## src/rtl/oe_slave_pkg.sv

```systemverilog
package oe_slave_pkg;
  localparam int NPAIR     = 10;
  localparam int R1_LIVE   = 2;   // upper bits of register 1 that are implemented

  typedef enum logic [2:0] {PH_IDLE, PH_ADDR, PH_CMD, PH_CNT, PH_DATA} phase_t;

  function automatic phase_t next_phase(input phase_t p);
    case (p)
      PH_ADDR: return PH_CMD;
      PH_CMD:  return PH_CNT;
      PH_CNT:  return PH_DATA;
      PH_DATA: return PH_DATA;
      default: return PH_IDLE;
    endcase
  endfunction

  function automatic logic addr_hit(input logic [7:0] b, input logic [6:0] a);
    return b == {a, 1'b0};
  endfunction

  function automatic logic [7:0] live_r1(input logic [7:0] b);
    logic [7:0] m;
    m = '0;
    for (int i = 0; i < R1_LIVE; i++) m[7-i] = 1'b1;
    return b & m;
  endfunction

  function automatic logic [NPAIR-1:0] map_enables(input logic [7:0] r0, input logic [7:0] r1);
    logic [NPAIR-1:0] e;
    for (int i = 0; i < 8; i++) e[i] = r0[7-i];
    for (int i = 8; i < NPAIR; i++) e[i] = r1[15-i];
    return e;
  endfunction
endpackage

```

## src/rtl/line_filter.sv

```systemverilog
module line_filter #(
  parameter int SYNC_STAGES = 2,
  parameter int FILT_LEN    = 3
) (
  input  logic clk,
  input  logic rst_n,
  input  logic din,
  output logic level_o,
  output logic rise_o,
  output logic fall_o
);
  logic [SYNC_STAGES-1:0] sync_q;
  logic [FILT_LEN-1:0]    hist_q;
  logic                   level_q;
  logic                   prev_q;

  always_ff @(posedge clk or negedge rst_n) begin
    if (!rst_n) begin
      sync_q  <= '1;
      hist_q  <= '1;
      level_q <= 1'b1;
      prev_q  <= 1'b1;
    end else begin
      sync_q <= {sync_q[SYNC_STAGES-2:0], din};
      hist_q <= {hist_q[FILT_LEN-2:0], sync_q[SYNC_STAGES-1]};
      if (&hist_q)       level_q <= 1'b1;
      else if (~|hist_q) level_q <= 1'b0;
      prev_q <= level_q;
    end
  end

  assign level_o = level_q;
  assign rise_o  = level_q & ~prev_q;
  assign fall_o  = ~level_q & prev_q;
endmodule

```

## src/rtl/bus_engine.sv

```systemverilog
module bus_engine
  import oe_slave_pkg::*;
#(
  parameter logic [6:0] SLAVE_ADDR = 7'h69
) (
  input  logic       clk,
  input  logic       rst_n,
  input  logic       ev_start,
  input  logic       ev_stop,
  input  logic       ev_rise,
  input  logic       ev_fall,
  input  logic       sda_lvl,
  output logic       ack_o,
  output logic       idle_o,
  output logic [7:0] reg0_o,
  output logic [7:0] reg1_o
);
  localparam logic [3:0] BITS_PER_BYTE = 4'd8;

  phase_t      phase_q;
  logic [3:0]  bitcnt_q;
  logic [7:0]  shreg_q;
  logic [1:0]  dcnt_q;
  logic        ack_q;
  logic [7:0]  reg0_q, reg1_q;

  always_ff @(posedge clk or negedge rst_n) begin
    if (!rst_n) begin
      phase_q  <= PH_IDLE;
      bitcnt_q <= '0;
      shreg_q  <= '0;
      dcnt_q   <= '0;
      ack_q    <= 1'b0;
      reg0_q   <= 8'hFF;
      reg1_q   <= live_r1(8'hFF);
    end else if (ev_start) begin
      phase_q  <= PH_ADDR;
      bitcnt_q <= '0;
      dcnt_q   <= '0;
      ack_q    <= 1'b0;
    end else if (ev_stop) begin
      phase_q <= PH_IDLE;
      ack_q   <= 1'b0;
    end else if (phase_q != PH_IDLE) begin
      if (ev_rise && bitcnt_q < BITS_PER_BYTE) begin
        shreg_q  <= {shreg_q[6:0], sda_lvl};
        bitcnt_q <= bitcnt_q + 4'd1;
      end else if (ev_fall && bitcnt_q == BITS_PER_BYTE) begin
        bitcnt_q <= BITS_PER_BYTE + 4'd1;
        if (phase_q == PH_ADDR && !addr_hit(shreg_q, SLAVE_ADDR)) phase_q <= PH_IDLE;
        else ack_q <= 1'b1;
        if (phase_q == PH_DATA) begin
          if (dcnt_q == 2'd0)      reg0_q <= shreg_q;
          else if (dcnt_q == 2'd1) reg1_q <= live_r1(shreg_q);
          if (dcnt_q != 2'd2) dcnt_q <= dcnt_q + 2'd1;
        end
      end else if (ev_fall && bitcnt_q == BITS_PER_BYTE + 4'd1) begin
        ack_q    <= 1'b0;
        bitcnt_q <= '0;
        phase_q  <= next_phase(phase_q);
      end
    end
  end

  assign ack_o  = ack_q;
  assign idle_o = (phase_q == PH_IDLE);
  assign reg0_o = reg0_q;
  assign reg1_o = reg1_q;
endmodule

```

## src/rtl/oe_serial_slave.sv

```systemverilog
module oe_serial_slave
  import oe_slave_pkg::*;
#(
  parameter logic [6:0] SLAVE_ADDR  = 7'h69,
  parameter int         SYNC_STAGES = 2,
  parameter int         FILT_LEN    = 3
) (
  input  logic             clk,
  input  logic             rst_n,
  input  logic             scl_i,
  input  logic             sda_i,
  output logic             sda_oe_o,
  output logic [7:0]       reg0_o,
  output logic [7:0]       reg1_o,
  output logic [NPAIR-1:0] pair_en_o
);
  localparam int NLINE = 2;   // index 0: clock line, index 1: data line

  logic [NLINE-1:0] raw, lvl, rise, fall;
  assign raw = {sda_i, scl_i};

  for (genvar g = 0; g < NLINE; g++) begin : g_line
    line_filter #(.SYNC_STAGES(SYNC_STAGES), .FILT_LEN(FILT_LEN)) u_filt (
      .clk(clk), .rst_n(rst_n), .din(raw[g]),
      .level_o(lvl[g]), .rise_o(rise[g]), .fall_o(fall[g])
    );
  end

  // named bus events, also observed by the checker
  logic ev_start, ev_stop, ev_scl_rise, ev_scl_fall, bus_idle;
  assign ev_scl_rise = rise[0];
  assign ev_scl_fall = fall[0];
  assign ev_start    = lvl[0] & ~rise[0] & fall[1];
  assign ev_stop     = lvl[0] & ~rise[0] & rise[1];

  bus_engine #(.SLAVE_ADDR(SLAVE_ADDR)) u_eng (
    .clk(clk), .rst_n(rst_n),
    .ev_start(ev_start), .ev_stop(ev_stop),
    .ev_rise(ev_scl_rise), .ev_fall(ev_scl_fall),
    .sda_lvl(lvl[1]),
    .ack_o(sda_oe_o), .idle_o(bus_idle),
    .reg0_o(reg0_o), .reg1_o(reg1_o)
  );

  assign pair_en_o = map_enables(reg0_o, reg1_o);
endmodule

```

## config.mk

```make
export PLATFORM = sky130hd
export DESIGN_NAME = oe_serial_slave
export DESIGN_NICKNAME = d
export VERILOG_FILES = /design/src/rtl/oe_slave_pkg.sv /design/src/rtl/line_filter.sv /design/src/rtl/bus_engine.sv /design/src/rtl/oe_serial_slave.sv
export SDC_FILE = /design/constraint.sdc
export NUM_CORES = 1
export LEC_CHECK = 0
export ABC_AREA = 1
export BUFFER_PORTS_ARGS = -buffer_cell sky130_fd_sc_hd__clkbuf_2
export CAP_MARGIN = 20
export CORE_ASPECT_RATIO = 0.75
export CORE_MARGIN = 1
export CORE_UTILIZATION = 30
export DETAILED_ROUTE_END_ITERATION = 6
export PLACE_DENSITY = 0.5
export SLEW_MARGIN = 20
export SYNTH_ARGS = -nofsm -noshare
export SYNTH_HDL_FRONTEND = slang
export SYNTH_HIERARCHICAL = 1
export SYNTH_SLANG_ARGS = --single-unit
export TNS_END_PERCENT = 10
```

## constraint.sdc

```tcl
create_clock -name clk -period 2.1 [get_ports clk]
set_input_delay 0 -clock clk [delete_from_list [all_inputs] [get_ports clk]]
set_output_delay 0 -clock clk [all_outputs]
set_load 0.02 [all_outputs]
```

# ---- After elaboration in Yosys (flattened, before gate mapping)
# Cells that the tools add are included.
dict set report op_classes {
  n_addsub 2
  n_mul 0
  n_div 0
  order_cmp 1
  eq_ne 16
  n_shift 0
  muxes 32
  bitwise_logic 16
  reduce_logical 26
}
# cell count
set ops {}
lappend ops {{two-way mux 4 bit} 6}
lappend ops {{two-way mux 3 bit} 7}
lappend ops {{two-way mux 2 bit} 7}
lappend ops {{AND reduction 4 bit} 3}
lappend ops {{two-way mux 1 bit} 11}
lappend ops {{NOT 1 bit} 9}
lappend ops {{one-hot mux 3 bit (3 select lines)} 1}
lappend ops {{AND reduction 3 bit} 3}
lappend ops {{equality test 4 bit (second input constant)} 2}
lappend ops {{equality test 8 bit (second input constant)} 1}
lappend ops {{!= test 4 bit (second input constant)} 2}
lappend ops {{AND reduction 8 bit} 1}
lappend ops {{nonzero test 2 bit} 4}
lappend ops {{nonzero test 4 bit} 2}
lappend ops {{AND 1 bit} 7}
lappend ops {{AND reduction 7 bit} 1}
lappend ops {{equality test 3 x 2 -> 1 bit (second input constant)} 2}
lappend ops {{!= test 2 bit (second input constant)} 3}
lappend ops {{AND reduction 6 bit} 1}
lappend ops {{nonzero test 3 bit} 2}
lappend ops {{OR reduction 3 bit} 2}
lappend ops {{adder 4 x 1 -> 4 bit (second input constant)} 1}
lappend ops {{logical AND 1 bit} 4}
lappend ops {{< comparator 4 bit (second input constant)} 1}
lappend ops {{9 further kinds} 10}
dict set report totals {
  ff_bits 42
  latch_bits 0
  ramBits 0
  rom_bits 0
  in_bits 4
  wordCells 108
  memories 0
}

# ---- Logic depth before layout (Yosys ltp)
# Gate-level depths: netlist of the first run.
dict set report depth {
  word_depth 9
  ltp_mapped 12
  ltp_nobuf 12
}

# ---- Hierarchy
# Netlist of the first run, hierarchy kept.
# module instances cells_each area_per_inst_um2 seq_area_each_um2
set by_module_without_submodules {}
lappend by_module_without_submodules {bus_engine 1 194 1582.8 713.2}
lappend by_module_without_submodules {line_filter 2 17 222.7 183.9}
lappend by_module_without_submodules {oe_serial_slave 1 16 97.6 0.0}

# ---- Worst setup path before layout of the first run
# OpenSTA, ideal clock, no wires.
dict set report synth_path {
  kind {reg-to-reg}
  start {register g_line[0].u_filt.level_q}
  end {register u_eng.reg0_q[6] (netlist: u_eng/reg0_o[6])}
  arrival_ns 1.589
  required_ns 2.023
  path_slack_ns 0.434
  stages_incl_launch_ff 12
  n_path_buf 1
  synth_period_minus_slack_ns 1.666
  cell_sequence {dfstp_2 > inv_1 > nor2_1 > inv_1 > nand2_1 > nor2_1 > nor2_4 > nand2_1 > nand3b_4 > buf_6 > nand2_1 > o21ai_2}
}
dict set report synth_via {
  elab_chain_cells 6
  elab_cells_between_ends 13
  cone_classes {10 x bitwise; 3 x reduce/logical}
}
# item line
set synth_rtl {}
lappend synth_rtl {{from (decl)} line_filter.sv:14} ;# logic level_q;
lappend synth_rtl {{from (signal assigned)} line_filter.sv:21} ;# level_q <= 1'b1;
lappend synth_rtl {{from (signal assigned)} line_filter.sv:26} ;# if (&hist_q) level_q <= 1'b1;
lappend synth_rtl {{from (signal assigned)} line_filter.sv:27} ;# else if (~|hist_q) level_q <= 1'b0;
lappend synth_rtl {{AND 1 bit} line_filter.sv:33} ;# assign rise_o = level_q & ~prev_q;
lappend synth_rtl {{net ev_scl_rise} oe_serial_slave.sv:30} ;# logic ev_start, ev_stop, ev_scl_rise, ev_scl_fall, bus_idle;
lappend synth_rtl {{NOT 1 bit} oe_serial_slave.sv:33} ;# assign ev_start = lvl[0] & ~rise[0] & fall[1];
lappend synth_rtl {{AND 1 bit (2 in a row)} oe_serial_slave.sv:33}
lappend synth_rtl {{net ev_start} oe_serial_slave.sv:30}
lappend synth_rtl {{NOT 1 bit (no line)} n/a}
lappend synth_rtl {{AND reduction 7 bit (no line)} n/a}
lappend synth_rtl {{to (signal assigned)} bus_engine.sv:53} ;# if (dcnt_q == 2'd0) reg0_q <= shreg_q;
lappend synth_rtl {{to (decl)} bus_engine.sv:25} ;# logic [7:0] reg0_q, reg1_q;
# The timed path passes the listed nets, and every way through them passes these cells.
# A chain may end at the register's enable or synchronous reset.

# ---- Worst setup path after layout of the first run
dict set report layout_path {
  start {register g_line[0].u_filt.level_q}
  end {register u_eng.reg0_q[0] (netlist: u_eng/reg0_o[0])}
}
dict set report layout_via {
  elab_chain_cells 6
  elab_cells_between_ends 13
  cone_classes {10 x bitwise; 3 x reduce/logical}
}
# item line
set layout_rtl {}
lappend layout_rtl {{AND 1 bit} line_filter.sv:33}
lappend layout_rtl {{net ev_scl_rise} oe_serial_slave.sv:30}
lappend layout_rtl {{NOT 1 bit} oe_serial_slave.sv:34} ;# assign ev_stop = lvl[0] & ~rise[0] & rise[1];
lappend layout_rtl {{AND 1 bit (2 in a row)} oe_serial_slave.sv:34}
lappend layout_rtl {{net ev_stop} oe_serial_slave.sv:30}
lappend layout_rtl {{NOT 1 bit (no line)} n/a}
lappend layout_rtl {{AND reduction 7 bit (no line)} n/a}
# The timed path passes the listed nets, and every way through them passes these cells.

==> impl_metrics.toml, run 1 <==
[outcome]
status = "finished, final reports clean"

[timing]
period_share_pct = 88.1
finalHoldViolCount = 0
max_freq_ghz = 0.541
rsz0062_at_grt = "false"
slew-limit-headroom_pct = 44.5
period_minus_slack_ns = 1.85
skew_ns = 0.00387
layout_setup_ws_ns = 0.250
slew_violations = 0
worst_pin_slew_ns = 0.833
final.setup.tns_ns = 0
finalSetupViolCount = 0

[grt]
grt_pass1_vias = 1406
grt_pass1_wl_mm = 6.38
busiest_layer = "met2"
gr-total-overflow = 0
antenna_found_initial = 0
use_met1_pct = 14.5
met3_usage_pct = 3.34
grt_max_degree = 34
grt.total_usage_pct = 11.5
grtUsageMet2_pct = 18.8

[power]
power_frac_comb_pct = 23.6
swShare_pct = 32.8
power_leakage_nw = 1.12
total_power_mw = 2.13
ir_drop_mv = 0.322
intPower_mw = 1.43
powerDensity_nw_per_um2 = 892
p_switching_mw = 0.698
sequentialPowerShare_pct = 46.7
pwr-share-clk_pct = 29.7

[drt]
num_vias = 1454
routed_wl_mm = 3.68
routed_via_density = 4.14
drt-wirelength-per-cell_um = 10.5
drc_errors = 0
drt_pass1_iterations = 4
final_antenna_net_count = 0
first_iter_violations = 46

[cells_and_area]
antenna_cells = 0
num-fill-cells = 695
final_nets = 276
drive_gt1_share_pct = 29.2
synthToLayoutAreaGrowth_pct = 12.4
final_cells = 351
final_common_cell = "nand2_1"
final_core_util_pct = 34.9
mostFrequentLayoutCells = "nand2_1, inv_1, dfstp_2, clkbuf_2, nor2_1"

[clock_network]
clkTransAtPathRegs_ns = 0.08
clockRootBuffer = "clkbuf_8"
clk_path_buf_depth = 2
tritoncts = "built"
htree_levels = 2
clock_sinks = 42
clk_latency_ns = 0.29
numCtsBuffers = 5

[worst_setup_path]
end_kind = "register"
rrSetupSlack_ns = 0.25
worstPathMaxFanout = 16
cp.required_ns = 2.33
start_kind = "register"
worstPathArrival_ns = 2.08
critPathKind = "reg -> reg"

[floorplanning]
start_util_pct = 31.1
die_h_um = 74.8
io_pins = 31
fp-row-count = 26
die_w_um = 99.1
core_region_area_um2 = 6830
die_area_um2 = 7420

[job]
maxCapViolCount = 0

[yosys]
ys_warn_count = 6
netlist_instances = 243
avgSynthCellArea_um2 = 8.73
syn-cell-area_um2 = 2120

[placement]
dpl_worst_slack_ns = 0.187
dp.cells = 340
dp_hpwl_mm = 2.70
gp_congestion = 0.782
io_buffers = 24

[hold_path]
hold_class = "in -> async"
-- registers in the layout, indices dropped and copies added, names as in the netlist --
signal,count
u_eng/bitcnt_q,4
g_line.u_filt/prev_q,2
g_line.u_filt/hist_q,6
u_eng/phase_q,3
u_eng/ack_o,1
g_line.u_filt/sync_q,4
u_eng/shreg_q,8
g_line.u_filt/level_o,2
u_eng/reg0_o,8
u_eng/reg1_o,2
u_eng/dcnt_q,2
-- through the flow --
step	cell area, um^2	hold WS, ns
after floorplan	2140	-0.296
after global placement	2240	0.0869
after detailed placement	2240	0.0888
after CTS	2380	0.315
after global routing	2390	0.320
final	2390	0.331
-- metal layers --
metal	wire (um)	part of all wire, %
met5	0	0
met4	58	1.6
met1	1960	53
met2	1530	41
met3	129	3.5
-- layout make-up --
type	count	area [um^2]	share of cell area (%)
clock buffer	5	68.8	2.88
clock inverter	3	40.0	1.68
inverter	34	128	5.35
multi-input combinational	154	798	33.5
sequential	42	1080	45.3
tap	84	105	4.40
timing repair buffer	29	165	6.92
-- power groups by stage --
stage               Combinational [mW]  Clock [mW]  Sequential (mW)
global placement                 0.499           0             1.01
global route                     0.583       0.698             1.01
detailed placement               0.500           0             1.01
finish                           0.502       0.632            0.993
floorplan                        0.384           0             1.00
CTS                              0.508       0.661            0.994
-- critical path, cell delays in order (launching register included) --
cell and delay (ns):
dfstp_2 0.57, inv_1 0.04, nor2_1 0.15, inv_1 0.06
nand2_1 0.09, nor2_1 0.09, nor2_4 0.15, nand2_1 0.12
nand3b_4 0.30, nand2_1 0.14, o21ai_2 0.05
-- final timing paths --
| path | from | to | depth (start not counted) |
|---|---|---|---|
| setup / recovery | g_line[0].u_filt/level_o | u_eng/reg0_o[0] | 10 |
| hold / removal | rst_n | u_eng/dcnt_q[1] | 2 |
| setup reg to reg | g_line[0].u_filt/level_o | u_eng/reg0_o[0] | 10 |
| hold reg to reg | g_line[1].u_filt/sync_q[1] | g_line[1].u_filt/hist_q[0] | 0 |
| max in group asynchronous | rst_n | g_line[1].u_filt/level_o | 3 |
| min in group clk | scl_i | g_line[0].u_filt/sync_q[0] | 2 |
-- repair_timing --
action,CTS,global route
resized for setup,0,2
buffers inserted,0,0
endpoints found under the hold margin,20,0
setup endpoints to repair,0,3
hold buffers,3,0
Power figures use the tool's default switching activity.
==> run 2: changes to the inputs <==
CORE_UTILIZATION = 40   (was 30)
PLACE_DENSITY = 0.62   (was 0.5)
==> run 2 against run 1 <==
  * Clock power down 14%
  * Routed wire length up 0.90%
  * Register-to-register slack got worse by 0.04 ns
  * First-iteration DRC count grew 65%
  * Clock-buffer cell count increased by 2
  * Fmax shrank 2.3%
  * Final cell count decreased by 3.1%
  * Sequential share of layout area grew 0.41 points
  * Flip-flop and latch count stayed put
  * Critical path depth down 1
  * Largest cell class unchanged
  * Largest power group unchanged
==> impl_metrics.toml, run 2 (synthesis gave the netlist of run 1 again) <==
[cells_and_area]
num-fill-cells = 498
final_nets = 277
final_core_util_pct = 47.2
multi_input_area_um2 = 798
synthToLayoutAreaGrowth_pct = 11.4
final_cells = 340
final_common_cell = "nand2_1"
antenna_cells = 0
drive_gt1_share_pct = 28.7
final_cell_area_um2 = 2360
mostFrequentLayoutCells = "nand2_1, inv_1, dfstp_2, clkbuf_2, nor2_1"
regArea_um2 = 1080

[grt]
grt.total_usage_pct = 14.9
gr-total-overflow = 0
grt_pass1_wl_mm = 6.30
grt_pass1_vias = 1347
antenna_found_initial = 0
grt_max_degree = 32

[power]
powerDensity_nw_per_um2 = 863
ir_drop_mv = 0.423
total_power_mw = 2.04
power_leakage_nw = 1.12

[clock_network]
cts_setup_buffers = 0
clockRootBuffer = "clkbuf_8"
clkTransAtPathRegs_ns = 0.08
clock_sinks = 42
htree_levels = 2
clk_latency_ns = 0.29
tritoncts = "built"
clk_path_buf_depth = 2
numCtsBuffers = 5

[placement]
dp_hpwl_mm = 2.79
dpl_worst_slack_ns = 0.230
placed_cell_area_um2 = 2240
io_buffers = 24
gp_congestion = 0.797
dp.cells = 329

[outcome]
status = "finished, final reports clean"

[timing]
rsz0062_at_grt = "false"
worst_pin_slew_ns = 0.750
period_minus_slack_ns = 1.89
max_freq_ghz = 0.528
skew_ns = 0.00820
slew_violations = 0
final.setup.tns_ns = 0
finalSetupViolCount = 0
layout_setup_ws_ns = 0.206
slew-limit-headroom_pct = 50.0
period_share_pct = 90.2
finalHoldViolCount = 0
whs_ns = 0.306

[worst_setup_path]
end_kind = "register"
start_kind = "register"
r2r_cells = 9
worstPathArrival_ns = 2.06
worstPathMaxFanout = 7
cp.required_ns = 2.27
critPathKind = "reg -> reg"

[floorplanning]
core_region_area_um2 = 5010
io_pins = 31
fp-row-count = 22
die_area_um2 = 5600
die_h_um = 65.1
start_util_pct = 42.4
die_w_um = 86.1

[drt]
num_vias = 1484
routed_wl_mm = 3.71
final_antenna_net_count = 0
drt-wirelength-per-cell_um = 10.9
drt_pass1_iterations = 4
drc_errors = 0
first_iter_violations = 76
routed_via_density = 4.36

[job]
maxCapViolCount = 0

[hold_path]
hold_class = "in -> async"
-- run 2: cell types whose count changed in the layout (fill, tap and decap cells not counted), sizes merged --
cell / before / now
clkinv: 2 / 1
clkbuf: 29 / 31
buf: 2 / 3
bufinv: 1 / 0
-- run 2: power by group --
part	internal (mW)	switching, mW
Combinational	0.167	0.336
Sequential	0.914	0.0803
Clock	0.272	0.273
-- run 2: path summary, 6_finish.rpt --
kind | from | to | slack [ns]
setup reg to reg | g_line[0].u_filt/prev_q | u_eng/dcnt_q[0] | 0.21
hold reg to reg | g_line[0].u_filt/sync_q[1] | g_line[0].u_filt/hist_q[0] | 0.36
min in group clk | sda_i | g_line[1].u_filt/sync_q[0] | 0.34
hold / removal | rst_n | u_eng/bitcnt_q[3] | 0.31
setup / recovery | g_line[0].u_filt/prev_q | u_eng/dcnt_q[0] | 0.21
max in group asynchronous | rst_n | g_line[0].u_filt/sync_q[0] | 1.11
-- run 2: what timing repair did --
action	4_1_cts	5_1_grt
hold buffers	3	0
gates resized for setup	0	1
setup endpoints to repair	0	4
hold endpoints to repair	20	0
-- run 2: final cells by class --
| type | count | area share, % |
|---|---|---|
| multi-input combinational | 154 | 33.8 |
| clock inverter | 1 | 0.370 |
| tap | 72 | 3.81 |
| inverter | 34 | 5.40 |
| timing repair buffer | 30 | 7.30 |
| sequential | 42 | 45.7 |
| clock buffer | 7 | 3.65 |
-- run 2: per-layer routing --
layer	global-route usage (%)	part of all wire, %
met5	0	0
met4	5.00	0.46
met3	3.82	3.7
met2	20.9	41
met1	22.1	55
-- run 2: worst max-delay path: stages, from the launching register on --
cell and delay, ns:
dfstp_2 0.55, nor2_2 0.05, inv_1 0.04, nand2_1 0.07, nor2_1 0.28, clkinv_1 0.28, nand2_1 0.20, nand3_1 0.16
nand2_1 0.08, o21ai_0 0.08
==> run 3: changes to the inputs <==
CORE_MARGIN = 2   (was 1)
==> run 3 against run 2 <==
  * Total power down 2.3%
  * Largest cell class unchanged
  * Global-route usage down 1.0 points
  * Flip-flop and latch count unchanged
  * Largest power group unchanged
  * Clock skew is essentially flat
  * Highest routed layer unchanged
  * Register-to-register slack better by 0.03 ns
  * Clock-buffer cell count is 1 lower
  * Final cell count down 0.29%
  * Critical path depth up 1
  * First-iteration DRC count up 1.3%
  * Fmax increased by 1.8%
  * Die area up 5.5%
==> impl_metrics.toml, run 3 (synthesis gave the netlist of run 1 again) <==
[outcome]
status = "finished, final reports clean"

[worst_setup_path]
start_kind = "register"
cp_common_cell = "nand2_1"
worstPathMaxFanout = 16
end_kind = "register"
cp.required_ns = 2.32
crit_start = "g_line[0].u_filt/level_o"
slowest_stage = "dfstp_2"
critical_path.endpoint = "u_eng/reg0_o[7]"
worstReg2RegStart = "g_line[0].u_filt/level_o"
r2r_cells = 10
max_stage_delay_ns = 0.58
rrSetupSlack_ns = 0.24
critPathKind = "reg -> reg"
worstPathArrival_ns = 2.08
critical_path.cell_chain = "inv_1, nor2_1, inv_1, nand2_1, nor2_1, nor2_4, nand2_1, nand3b_4, nand2_1, o21ai_2"
r2r_end = "u_eng/reg0_o[7]"

[power]
power_leakage_nw = 1.11
ir_drop_mv = 0.315
intPower_mw = 1.31
sequentialPowerShare_pct = 49.8
p_switching_mw = 0.682
powerDensity_nw_per_um2 = 850
swShare_pct = 34.2
power_frac_comb_pct = 24.9
pwr-share-clk_pct = 25.3

[grt]
gr-total-overflow = 0
grt_pass1_wl_mm = 6.26
grt_pass1_vias = 1379
grt.total_usage_pct = 13.9
grt_max_degree = 29
antenna_found_initial = 0

[clock_network]
cts-resized-gates = 0
tritoncts = "built"
numCtsBuffers = 5
htree_levels = 2
clk_latency_ns = 0.29
clk_path_buf_depth = 2
clkTransAtPathRegs_ns = 0.08
clock_sinks = 42
clockRootBuffer = "clkbuf_8"

[cells_and_area]
final_cells = 339
final_common_cell = "nand2_1"
drive_gt1_share_pct = 28.1
synthToLayoutAreaGrowth_pct = 10.6
final_nets = 276
mostFrequentLayoutCells = "nand2_1, inv_1, dfstp_2, clkbuf_2, nor2_1"
num-fill-cells = 477
antenna_cells = 0

[floorplanning]
start_util_pct = 42.4
io_pins = 31
fp-row-count = 22
die_area_um2 = 5910
die_w_um = 88.1
core_region_area_um2 = 5010
die_h_um = 67.1

[hold_path]
hold_class = "in -> async"

[timing]
finalHoldViolCount = 0
finalSetupViolCount = 0
rsz0062_at_grt = "false"
period_minus_slack_ns = 1.86
max_freq_ghz = 0.537
final.setup.tns_ns = 0
worst_pin_slew_ns = 0.667
slew_violations = 0
skew_ns = 0.00849
slew-limit-headroom_pct = 55.5
whs_ns = 0.263
period_share_pct = 88.6

[drt]
drt_pass1_iterations = 4
routed_via_density = 4.49
drc_errors = 0
drt-wirelength-per-cell_um = 10.5
first_iter_violations = 77
routed_wl_mm = 3.56
num_vias = 1521
final_antenna_net_count = 0

[placement]
dp_hpwl_mm = 2.67
io_buffers = 24
dp.cells = 328
gp_congestion = 0.793

[job]
maxCapViolCount = 0
[run 3: cell count changes in the layout (fill, tap and decap cells not counted), sizes merged]
cell,before,now
clkbuf,31,30
buf,3,2
inv,34,33
clkinv,1,3
[run 3: layout make-up]
type	instances	area, um^2	area share, %
timing repair buffer	29	165	7.04
clock inverter	2	13.8	0.587
sequential	42	1080	46.1
tap	72	90.1	3.84
multi-input combinational	154	796	33.9
inverter	34	128	5.44
clock buffer	6	72.6	3.09
[run 3: worst min-delay path by stage]
stage / from / end / slack (ns)
2_1_floorplan: rst_n / u_eng/ack_o / -0.30
3_3_place_gp: rst_n / u_eng/shreg_q[2] / 0.08
3_5_place_dp: rst_n / u_eng/shreg_q[2] / 0.08
4_1_cts: rst_n / u_eng/shreg_q[2] / 0.30
5_1_grt: rst_n / u_eng/shreg_q[3] / 0.35
6_report: rst_n / u_eng/shreg_q[3] / 0.26
[run 3: worst max-delay path: cells and delay by family, from the launching register on]
kind / cells / cell delay, ns
flops: 1 / 0.58
simple gates: 7 / 1.05
compound gates: 1 / 0.06
buf+inv: 2 / 0.11
[run 3: layer usage]
layer | vias up | global-route usage, % | share of wire [%]
met5 | - | 0 | 0
met4 | 0 | 4.55 | 0.76
met3 | 2 | 3.72 | 5.1
met2 | 39 | 19.5 | 41
met1 | 705 | 20.4 | 53
li1 | 775 | - | -
[run 3: power by group through the flow]
stage | clock network [mW] | registers, mW | logic, mW
final | 0.504 | 0.993 | 0.497
after global routing | 0.566 | 1.01 | 0.574
after CTS | 0.529 | 0.993 | 0.501
after detailed placement | 0 | 1.01 | 0.494
after global placement | 0 | 1.01 | 0.493
after floorplan | 0 | 1.00 | 0.384
[run 3: metrics by stage]
stage | utilization (%) | power [mW] | worst slack (ns) | area (um^2)
2_1_floorplan | - | 1.39 | 0.434 | 2140
3_3_place_gp | 44.5 | 1.50 | 0.268 | 2230
3_5_place_dp | 44.5 | 1.50 | 0.250 | 2230
4_1_cts | 46.8 | 2.02 | 0.212 | 2350
5_1_grt | 46.8 | 2.15 | 0.00949 | 2350
6_report | 46.8 | 2.00 | 0.239 | 2350
[run 3: what timing repair did]
item / CTS / global route
endpoints found under the hold margin: 20 / 0
setup buffers: 0 / 0
hold buffers: 3 / 0
